[src/rtl/sec_cfg_regs.sv]
module sec_cfg_regs #(
  parameter int TBL_WORDS = 6,
  parameter int BLK_LOG2  = 12
) (
  input  logic                   clk,
  input  logic                   rst_n,
  input  logic                   psel,
  input  logic                   penable,
  input  logic                   pwrite,
  input  logic [11:0]            paddr,
  input  logic [1:0]             psize,
  input  logic                   pns,
  input  logic [31:0]            pwdata,
  output logic [31:0]            prdata,
  output logic [32*TBL_WORDS-1:0] lut_flat,
  output logic                   ctrl_err_resp,
  output logic                   ctrl_autoinc,
  output logic                   ctrl_lock,
  output logic                   irq_en
);
  localparam int IDX_W = (TBL_WORDS > 1) ? $clog2(TBL_WORDS) : 1;
  localparam logic [31:0] CTRL_KEEP = 32'h8000_0110;
  localparam logic [IDX_W-1:0] IDX_LAST = IDX_W'(TBL_WORDS - 1);

  localparam logic [11:0] OFF_CTRL = 12'h000, OFF_NBLK = 12'h010, OFF_BCFG = 12'h014,
                          OFF_IDX  = 12'h018, OFF_WIN  = 12'h01C, OFF_STAT = 12'h020,
                          OFF_CLR  = 12'h024, OFF_EN   = 12'h028, OFF_SET  = 12'h034,
                          OFF_ID0  = 12'hFD0;

  logic [31:0]      ctrl_q;
  logic [IDX_W-1:0] idx_q;
  logic             stat_q, en_q;
  logic [31:0]      lut_q [TBL_WORDS];

  wire        acc     = psel & penable;
  wire        wr      = acc & pwrite;
  wire        rd      = acc & ~pwrite;
  wire [11:0] off     = {paddr[11:2], 2'b00};
  wire        blocked = pns & (paddr < OFF_ID0);
  wire        full    = psize[1];
  wire [4:0]  sh      = {paddr[1:0], 3'b000};
  wire [31:0] wmask_r = full ? 32'hFFFF_FFFF : (psize[0] ? 32'h0000_FFFF : 32'h0000_00FF);
  wire [31:0] lmask   = wmask_r << sh;
  wire [31:0] cur_win = lut_q[idx_q];
  wire        locked  = ctrl_q[31];

  logic [31:0] old_v, wval, rword;

  always_comb begin
    case (off)
      OFF_CTRL: old_v = ctrl_q;
      OFF_IDX:  old_v = 32'(idx_q);
      OFF_WIN:  old_v = cur_win;
      default:  old_v = 32'h0;
    endcase
  end

  assign wval = (old_v & ~lmask) | ((pwdata << sh) & lmask);

  wire wr_ok   = wr & ~blocked;
  wire wr_lockable = (off == OFF_CTRL) | (off == OFF_WIN) | (off == OFF_EN);
  wire wr_go   = wr_ok & ~(locked & wr_lockable);
  wire win_acc = (off == OFF_WIN) & ((rd & ~blocked) | wr_go);
  wire step    = win_acc & full & ctrl_q[8];

  function automatic logic [7:0] id_byte(input logic [3:0] k);
    case (k)
      4'd0:  id_byte = 8'h04;
      4'd4:  id_byte = 8'h60;
      4'd5:  id_byte = 8'hB8;
      4'd6:  id_byte = 8'h1B;
      4'd8:  id_byte = 8'h0D;
      4'd9:  id_byte = 8'hF0;
      4'd10: id_byte = 8'h05;
      4'd11: id_byte = 8'hB1;
      default: id_byte = 8'h00;
    endcase
  endfunction

  wire [11:0] id_off = off - OFF_ID0;

  always_ff @(posedge clk or negedge rst_n) begin
    if (!rst_n) begin
      ctrl_q <= 32'h0000_0100;
      en_q   <= 1'b1;
      stat_q <= 1'b0;
    end else if (wr_go) begin
      case (off)
        OFF_CTRL: ctrl_q <= wval & CTRL_KEEP;
        OFF_EN:   en_q   <= wval[0];
        OFF_CLR:  if (wval[0]) stat_q <= 1'b0;
        OFF_SET:  if (wval[0]) stat_q <= 1'b1;
        default: ;
      endcase
    end
  end

  always_ff @(posedge clk or negedge rst_n) begin
    if (!rst_n)
      idx_q <= '0;
    else if (wr_go && off == OFF_IDX)
      idx_q <= IDX_W'(wval % 32'(TBL_WORDS));
    else if (step)
      idx_q <= (idx_q == IDX_LAST) ? '0 : idx_q + 1'b1;
  end

  always_ff @(posedge clk or negedge rst_n) begin
    if (!rst_n) begin
      for (int i = 0; i < TBL_WORDS; i++) lut_q[i] <= 32'h0;
    end else if (wr_go && off == OFF_WIN) begin
      lut_q[idx_q] <= wval;
    end
  end

  always_comb begin
    rword = 32'h0;
    if (off >= OFF_ID0)
      rword = {24'h0, id_byte(id_off[5:2])};
    else
      case (off)
        OFF_CTRL: rword = ctrl_q;
        OFF_NBLK: rword = 32'(TBL_WORDS - 1);
        OFF_BCFG: rword = 32'(BLK_LOG2 - 5);
        OFF_IDX:  rword = 32'(idx_q);
        OFF_WIN:  rword = cur_win;
        OFF_STAT: rword = {31'h0, stat_q};
        OFF_EN:   rword = {31'h0, en_q};
        default:  rword = 32'h0;
      endcase
  end

  assign prdata = (rd && !blocked) ? ((rword >> sh) & wmask_r) : 32'h0;

  for (genvar g = 0; g < TBL_WORDS; g++) begin : g_flat
    assign lut_flat[32*g +: 32] = lut_q[g];
  end

  assign ctrl_err_resp = ctrl_q[4];
  assign ctrl_autoinc  = ctrl_q[8];
  assign ctrl_lock     = ctrl_q[31];
  assign irq_en        = en_q;
endmodule

[config.mk]
export PLATFORM = sky130hd
export DESIGN_NAME = sec_cfg_regs
export DESIGN_NICKNAME = d
export VERILOG_FILES = /design/src/rtl/sec_cfg_regs.sv
export SDC_FILE = /design/constraint.sdc
export NUM_CORES = 1
export LEC_CHECK = 0
export BUFFER_PORTS_ARGS = -buffer_cell sky130_fd_sc_hd__buf_2
export CORE_MARGIN = 8
export CORE_UTILIZATION = 57
export CTS_BUF_LIST = sky130_fd_sc_hd__clkbuf_4 sky130_fd_sc_hd__clkbuf_8
export DETAILED_ROUTE_END_ITERATION = 6
export PLACE_DENSITY = 0.83
export SLEW_MARGIN = 10
export SYNTH_ARGS = -nofsm -noshare
export SYNTH_HDL_FRONTEND = slang
export SYNTH_SLANG_ARGS = --single-unit
[constraint.sdc]
create_clock -name clk -period 9.6 [get_ports clk]
set_clock_uncertainty 0.05 [all_clocks]
set_input_delay 0.48 -clock clk [delete_from_list [all_inputs] [get_ports clk]]
set_output_delay 0.48 -clock clk [all_outputs]
set_load 0.01 [all_outputs]
Word-level counts from Yosys, hierarchy flattened

Memory sizes are Yosys's and may differ from the RTL's.
Cells that the tools add are included.

Flip-flop bits (word level): 200
ROM bits: 128
Input bits: 52
Word-level logic and storage cells: 84
Memories kept: 1

Add/sub/neg operators: 2
Div/mod/pow operators: 1
$lt $le $gt $ge: 4
Eq/ne operators: 11
Shift operators: 3
Mux-type cells: 18
Bitwise logic cells: 23
Reduce and logical (&&, ||, !) cells: 11

Memory list:

| name             | words | bits a word | read ports | clocked after memory_dff | wr ports | RTL line | source |
|---|---|---|---|---|---|---|---|
| (name not given) | 16    | 8           | 1          | 0                        | 0        | 67       | `case (k)` |

Operators with widths:

| kind                                                       | number |
|---|---|
| case mux 32 bit (7 select lines)                           | 1 |
| bitwise mux 192 bit                                        | 1 |
| two-way mux 32 bit                                         | 6 |
| bitwise AND 32 bit                                         | 3 |
| binary-select mux 32 bit (select 3 bit)                    | 1 |
| demux 32 bit (select 3 bit)                                | 1 |
| case mux 32 bit (3 select lines)                           | 1 |
| left shift 32 x 5 -> 32 bit                                | 2 |
| == test 10 x 3 -> 1 bit (second input constant)            | 4 |
| == test 10 x 4 -> 1 bit (second input constant)            | 4 |
| modulo 32 x 3 -> 32 bit (second input constant)            | 1 |
| NOT 32 bit                                                 | 1 |
| OR 32 bit                                                  | 1 |
| >> shifter 32 x 5 -> 32 bit                                | 1 |
| two-way mux 16 bit                                         | 1 |
| greater-or-equal comparator 12 bit (second input constant) | 1 |
| logical NOT 12 bit                                         | 1 |
| < comparator 12 bit (second input constant)                | 1 |
| bitwise AND 1 bit                                          | 11 |
| two-way mux 3 bit                                          | 3 |
| subtractor 6 x 5 -> 6 bit (second input constant)          | 1 |
| greater-or-equal comparator 4 bit (second input constant)  | 1 |
| logical AND 1 bit                                          | 4 |
| < comparator 4 x 1 -> 1 bit (second input constant)        | 1 |
| other kinds (12)                                           | 20 |

Depth between registers and ports, before layout

Gate-level depths: netlist of the first run.

Word-level depth: 12
Gate-level depth with buffers: 36
Gate-level depth less buffers: 30

Worst setup path before layout of the first run

Ideal clock, no wire load.

Kind: input -> register
From: input port paddr[6]
To: register idx_q[1]
Setup time: 0.080 ns
Data arrival time: 7.432 ns
Slack: 2.038 ns
Stages: 31
Buffers on the path: 3
Path through: or4_4 > or4_4 > a21o_1 > a211oi_2 > or3_1 > a2bb2oi_2 > a221oi_4 > and3b_1 > o31a_1 > a2111o_1 > o21a_1 > or3_1 > buf_6 > a32oi_1 > and4b_1 > and2_4 > buf_6 > nand3_1 > o2111a_1 > o31ai_4 > o21ai_4 > or4_1 > nand3_1 > o22a_2 > buf_6 > o31ai_1 > a21boi_1 > nor4_4 > nand3_2 > mux2_4 > o211ai_2

Word-level cells in the longest chain between the ends: 11
Elaborated cells between the ends (all ways): 25
Classes of those cells: div (1); order compare (1); eq/ne (3); mux (2); bitwise (15); reduce/logical (3)

RTL lines:

| element                                                          | RTL line | source |
|---|---|---|
| from (decl)                                                      | 10       | `input logic [11:0] paddr,` |
| branches (longest 11 deep; another with modulo 32 x 3 -> 32 bit) | n/a      |  |
| to (signal assigned)                                             | 102      | `idx_q <= IDX_W'(wval % 32'(TBL_WORDS));` |
| to (signal assigned)                                             | 104      | `idx_q <= (idx_q == IDX_LAST) ? '0 : idx_q + 1'b1;` |
| to (decl)                                                        | 31       | `logic [IDX_W-1:0] idx_q;` |

Parallel ways; which one is timed is not known.
A chain may end at the register's enable or synchronous reset.

Worst setup path in the final report of the first run

From: register idx_q[1]
To: register idx_q[2]

Word-level cells in the longest chain between the ends: 9
Elaborated cells between the ends (all ways): 13
Classes of those cells: add/sub (1); div (1); eq/ne (1); mux (7); bitwise (3)

RTL lines:

| element                                               | RTL line | source |
|---|---|---|
| NOT 3 -> 4 bit (not written as such)                  | 44       | `wire [31:0] cur_win = lut_q[idx_q];` |
| binary-select mux 32 bit (select 3 bit)               | 44       |  |
| two-way mux 32 bit (not written as such) (2 in a row) | 44       |  |
| case mux 32 bit (3 select lines)                      | 50       | `case (off)` |
| bitwise AND 32 bit                                    | 58       | `assign wval = (old_v & ~lmask) \| ((pwdata << sh) & lmask);` |
| OR 32 bit                                             | 58       |  |
| modulo 32 x 3 -> 32 bit                               | 102      |  |
| two-way mux 3 bit (*)                                 | 101      | `else if (wr_go && off == OFF_IDX)` |

Mark *: on every way between the ends. The rest lies on a longest branch, timed or not. The select of a mux whose other input is x is not followed.

==> results of run 1 <==
## cells by family after synthesis
kind of cell | count (synthesis) | synth area share, %
flops | 200 | 37.9
fa+ha+maj | 10 | 0.946
buf+inv | 132 | 5.69
simple gates | 607 | 20.6
compound gates | 475 | 22.6
xor+xnor | 3 | 0.199
mux | 123 | 12.1
## registers in the layout, indices dropped and copies added (netlist names)
| register | cells |
|---|---|
| lut_flat | 192 |
| ctrl_q | 3 |
| idx_q | 3 |
| irq_en | 1 |
| stat_q | 1 |
## power by group through the flow
stage / combinational, mW / sequential (mW) / clock, mW
after floorplan: 0.373 / 0.859 / 0
after global placement: 0.457 / 0.859 / 0
after detailed placement: 0.457 / 0.859 / 0
after CTS: 0.460 / 0.843 / 0.554
after global routing: 0.510 / 0.843 / 0.579
final: 0.470 / 0.843 / 0.554
## critical path, delay by kind of cell, from the launching register on
family | cells | cell delay, ns
buffers and inverters | 1 | 0.33
AO/OA/AOI/OAI | 17 | 4.36
flip-flops | 1 | 0.63
AND/OR/NAND/NOR | 11 | 3.15
## synth_stat cells (all sizes together) (10+ instances only)
cell type	n	area share, %
nor2	141	4.0
a21oi	77	3.0
mux4	28	4.8
nor4	11	0.63
a211oi	18	1.1
and2	14	0.70
nand2b	11	0.52
o211ai	21	1.3
nand2	310	8.8
nor3	20	0.79
nor2b	14	0.66
o31ai	10	0.75
o21ai	241	9.2
mux2i	80	6.1
a21o	14	0.80
clkbuf	80	2.6
mux2	15	1.3
ha	10	0.95
buf	31	1.5
nand3	31	1.2
dfrtp	198	37
or2	14	0.66
inv	14	0.40
## final timing paths
kind	slack, ns	start	endpoint
max	0.94	idx_q[1]$_DFFE_PN0P_	idx_q[2]$_DFFE_PN0P_
min	0.33	paddr[5]	stat_q$_DFFE_PN0P_
max reg2reg	0.94	idx_q[1]$_DFFE_PN0P_	idx_q[2]$_DFFE_PN0P_
min reg2reg	0.46	lut_flat[54]$_DFFE_PN0P_	lut_flat[54]$_DFFE_PN0P_
max in group asynchronous	7.72	rst_n	lut_flat[47]$_DFFE_PN0P_
min in group asynchronous	0.44	rst_n	lut_flat[96]$_DFFE_PN0P_
## final cells by class
cell class                      count  area [µm²]  area share [%]
Multi-Input combinational cell   1218        7480            50.0
Antenna cell                        2        5.00          0.0334
Sequential cell                   200        5010            33.5
Timing Repair Buffer              313        1660            11.1
Tap cell                          285         357            2.38
Clock inverter                     14         158            1.05
Inverter                           15        56.3           0.376
Clock buffer                       17         234            1.56
## metal layers
layer | global-route usage (%) | up-vias | share of wire, %
met4 | 14.2 | 2 | 4.5
met1 | 41.2 | 6343 | 40
met5 | 0 | - | 0.026
li1 | - | 5992 | -
met2 | 51.7 | 767 | 46
met3 | 6.69 | 139 | 9.0
==> run metrics, run 1 <==
nets 1827; most frequent cells in the layout nand2_1 (303), buf_2 (278), o21ai_0 (235), dfrtp_1 (197), nor2_1 (139); nature of the critical path endpoint flop; first-pass GRT wire length 72200 µm; CP Launch Type flop; Vias/cell 6.42; clock share of power 29.7%; switching share of power 35.6%; Initial Utilization 58.2%; Resized cells post-CTS 0; CP Class reg -> reg; overflow left after global routing 0; total setup buffers inserted after CTS 0; final setup fails 0; FF+latch count, synth 200; CTS tree built; initial antenna violation count 4; Top Ports 280; Die W 168 µm; Seq/Total Area, Yosys 37.9%; GPL Wtd Cong 0.977; final worst slack 0.940 ns; Via Count 13200; power per cell area 125 nW/µm²; CP arrival 9.00 ns; Inst Count DP 2030; CTS sink count 200; DRC violations left 2; clk slew on worst S/H paths 0.13 ns; Post-Route Setup TNS 0 ns; area growth from synthesis to layout 13.2%; CP max stage delay 0.63 ns; Antenna Violating Nets Remaining 0; cts bufs inserted 17; Flop pwr share 45.1%; status finished with violations; LEAKAGE 7.20 nW; Final Hold Slack 0.326 ns; vias in the first global route 12500; Synth async-reset ratio 100%; library cells used by synthesis 117; Hold Violations, Final 0; Finished Cell Area 15000 µm²; drt pass-1 iters 7; Slew Viols, Final 0; hold path cells 3; Worst-Margin Slew 1.34 ns; clock latency on the worst-skew pair 0.50 ns; Max-cap violations 0; Post-synth EDFFs 0; final WL 46800 µm; hpwl dp 35100 µm; Die H 168 µm; total power 1.87 mW; Cell Area, Synth 13200 µm²; DIE AREA 28300 µm²; net count after synthesis 1612; Std-Cell Rows 55; Peak VDD IR 96.0 µV; number of fill cells 2005; H-tree levels 4; Starting DRT DRC Count 1920; failing checks design-rule violations; Max transition margin 8.51%; layout cells sized above 1 25.2%; Top FF cell, synth dfrtp_1; fmax 115 MHz; Gate Count Post-Synth 1550; Clock Path Buffers 2; Avg Cell Area, Syn 8.53 µm²; Setup WS pre-CTS 1.07 ns; Slowest-stage cell, CP dfrtp_1; hold crit path type in -> reg; Net Switching 665 µW; largest net degree at the start of global routing 77; internal power 1.20 mW; # hold bufs at CTS 1; Post-DP Area 14600 µm²; input/output buffers 279; fin crit share 90.2%; CTS root buf clkbuf_8; Final Util 65.9%; commonest non-fill, non-tap cell in the layout nand2_1; DR WL/cell 22.7 µm; reg2reg path depth 29; Logic pwr share 25.2%; non-filler instance count after layout 2064; Crit path required time 9.94 ns; YS warnings 0; fin crit period 8.66 ns; Core ar. 22700 µm²; critical path peak fanout 12; RSZ-0062 raised after global routing no; Total GRT Usage 32.1%
No activity file was read; power rests on OpenSTA's default activity.
==> run 2: changes to the inputs <==
- ABC_AREA: unset -> 1
- CORE_ASPECT_RATIO: unset -> 0.6
- CORE_UTILIZATION: 57 -> 56
==> run 2 against run 1 <==
Register-to-register slack got worse by 0.78 ns. Cell area decreased by 1.6%. Largest cell class unchanged. Via count increased by 3.5%. The flow still finishes with violations (design-rule violations). First-iteration DRC count decreased by 3.5%. Sequential cell count unchanged. Non-clock buffer count increased by 28. Final cell count increased by 8.4%.
==> run metrics, run 2 <==
DIE AREA 26400 µm² (-6.8%); final WL 47700 µm (+1.9%); Hold Violations, Final 0 (unchanged); nets 1998 (+9.4%); Gate Count Post-Synth 1656 (+6.8%); fin crit period 9.44 ns (+0.781 ns); RSZ-0062 raised after global routing yes; LEAKAGE 7.44 nW (+3.3%); Post-synth EDFFs 0 (unchanged); Multi-input gate area 6130 µm² (-18%); Top FF cell, synth dfrtp_1; hold crit path type in -> async; clk slew on worst S/H paths 0.11 ns (-0.02 ns); top post-synthesis cells by area dfrtp_1 (42%), nand2_1 (15%), o21ai_0 (11%), inv_1 (6.4%), nand3_1 (3.0%); Reg-to-Reg Start idx_q[0]$_DFFE_PN0P_; net count after synthesis 1718 (+6.6%); Peak VDD IR 98.1 µV (+2.1%); commonest non-fill, non-tap cell in the layout nand2_1; Cell Area, Synth 11900 µm² (-9.8%); critical path peak fanout 12 (unchanged); Starting DRT DRC Count 1853 (-3.5%); Antenna Violating Nets Remaining 0 (unchanged); Total GRT Usage 34.3% (+2.2 points); Final Util 70.2% (+4.3 points); CTS root buf clkbuf_8; Largest register FFs 192 (unchanged); DRC violations left 12 (+10); failing checks design-rule violations; GPL Wtd Cong 1.01 (+3.5%); number of fill cells 1773 (-12%); Seq/Total Area, Yosys 42.0% (+4.1 points); most frequent cells in the layout nand2_1 (444), buf_2 (278), o21ai_0 (262), inv_1 (201), dfrtp_1 (195); Max-cap violations 0 (unchanged); Top Ports 280 (unchanged); Initial Utilization 56.9% (-1.4 points); Via Count 13700 (+3.5%); input/output buffers 279 (unchanged); final setup fails 0 (unchanged); Avg Cell Area, Syn 7.21 µm² (-16%); power per cell area 131 nW/µm² (+5.2%); Die W 204 µm (+21%); first-pass GRT wire length 70800 µm (-2.0%); CP arrival 9.83 ns (+0.83 ns); initial antenna violation count 10 (+6); Core ar. 21000 µm² (-7.6%); Worst-Margin Slew 1.02 ns (-0.318 ns); Std-Cell Rows 41 (-25%); CP Launch Type flop; total power 1.93 mW (+3.5%); fmax 106 MHz (-8.3%); dominant cell type by area after synthesis dfrtp_1; Crit path required time 9.99 ns (+0.05 ns); overflow left after global routing 0 (unchanged); CP max stage delay 0.57 ns (-0.06 ns); CTS tree built; Slowest-stage cell, CP dfrtp_4; CP Class reg -> reg; Worst R2R Setup Slack 0.16 ns (-0.78 ns); CTS sink count 200 (unchanged); reg2reg path depth 79 (+170%); Worst R2R End idx_q[1]$_DFFE_PN0P_; clock latency on the worst-skew pair 0.51 ns (about the same); FF+latch count, synth 200 (unchanged); Clock Path Buffers 2 (unchanged); area growth from synthesis to layout 23.4%; DR WL/cell 21.3 µm (-6.0%); Max transition margin 32.0% (+23 points); largest net degree at the start of global routing 123 (+60%); Post-DP Area 13700 µm² (-5.9%); layout cells sized above 1 27.1% (+1.9 points); library cells used by synthesis 45 (-62%); most used cell, CP nand2_1; nature of the critical path endpoint flop; count leader, synth nand2_1; Die H 129 µm (-23%); cts bufs inserted 17 (unchanged); Vias/cell 6.13 (-4.5%); Post-synth top cells nand2_1 (480), o21ai_0 (264), inv_1 (205), dfrtp_1 (198), nand3_1 (72); status finished with violations; Synth async-reset ratio 100% (unchanged); fin crit share 98.3% (+8.1 points); Slew Viols, Final 0 (unchanged); H-tree levels 4 (unchanged); Finished Cell Area 14700 µm² (-1.6%); top cell type's share of synthesized area 41.5% (+4.0 points); drt pass-1 iters 7 (unchanged); hpwl dp 34600 µm (-1.4%); register area 5010 µm² (about the same); vias in the first global route 12500 (-0.36%); YS warnings 0 (unchanged)
-- run 2: changes by cell type after synthesis, moves of 21 or more --
cell | before | now
inv_1 | 14 | 205
nand2_1 | 309 | 480
mux2i_1 | 80 | 0
nor2_1 | 139 | 66
nand3_1 | 30 | 72
o21ai_0 | 235 | 264
mux4_2 | 28 | 0
o221ai_1 | 2 | 29
o2111ai_1 | 4 | 25
-- run 2: layout make-up --
type	instances	share of cell area, %
multi-input combinational	1151	41.6
sequential	200	34.0
timing repair buffer	341	13.0
inverter	225	5.84
tap	279	2.37
clock buffer	20	1.83
clock inverter	12	1.12
antenna	10	0.170
-- run 2: per-layer routing --
metal,track usage (%),up-vias,wire length (µm)
li1,-,6047,-
met1,48.3,6465,19000
met2,49.8,1048,20400
met3,9.17,146,6680
met4,13.3,4,1620
met5,0,-,19
-- run 2: worst max path at each step --
stage	slack (ns)	end	from	cells past startpoint
after floorplan	1.78	idx_q[1]$_DFFE_PN0P_	paddr[3]	86
after global placement	0.81	idx_q[1]$_DFFE_PN0P_	paddr[0]	87
after detailed placement	0.25	idx_q[1]$_DFFE_PN0P_	paddr[5]	85
after CTS	0.41	idx_q[1]$_DFFE_PN0P_	idx_q[2]$_DFFE_PN0P_	82
after global routing	-0.67	idx_q[2]$_DFFE_PN0P_	idx_q[0]$_DFFE_PN0P_	88
final	0.16	idx_q[1]$_DFFE_PN0P_	idx_q[0]$_DFFE_PN0P_	79
-- run 2: per-stage QoR --
step | TNS [ns] | hold slack, ns | std cells | setup slack (ns)
5_1_grt | -1.31 | 0.145 | 2236 | -0.669
3_3_place_gp | 0 | 0.444 | 2177 | 0.806
3_5_place_dp | 0 | 0.452 | 2177 | 0.252
6_report | 0 | 0.0479 | 2238 | 0.159
4_1_cts | 0 | 0.104 | 2209 | 0.407
2_1_floorplan | 0 | 0.134 | 1656 | 1.78
-- run 2: worst max-delay path, delay by kind of cell, from the launching register on --
| family | cells | cell delay [ns] |
|---|---|---|
| flip-flops | 1 | 0.57 |
| AND/OR/NAND/NOR | 53 | 5.42 |
| AO/OA/AOI/OAI | 15 | 2.18 |
| buffers and inverters | 11 | 1.14 |
-- run 2: logic make-up (layout without fill, tap and decap cells) --
group / count (synthesis) / after routing / share of synthesized area, %
muxes: 5 / 5 / 0.472
adders and majority gates: 10 / 10 / 1.05
DFF: 200 / 200 / 42.0
buffers and inverters: 305 / 598 / 9.96
and+or+nand+nor: 667 / 667 / 23.6
other: 0 / 10 / 0
AOI/OAI and AO/OA: 469 / 469 / 23.0
-- run 2: report_power, final --
| part | leakage [nW] | internal [mW] | switching, mW |
|---|---|---|---|
| registers | 2.24 | 0.842 | 0.000267 |
| clock network | 0.216 | 0.279 | 0.327 |
| logic | 4.99 | 0.148 | 0.337 |
-- run 2: what timing repair did --
action                                  in CTS  in global routing
endpoints found under the setup margin       0                  2
buffers inserted                             0                 18
hold buffers                                 0                  0
gates resized for setup                      0                111
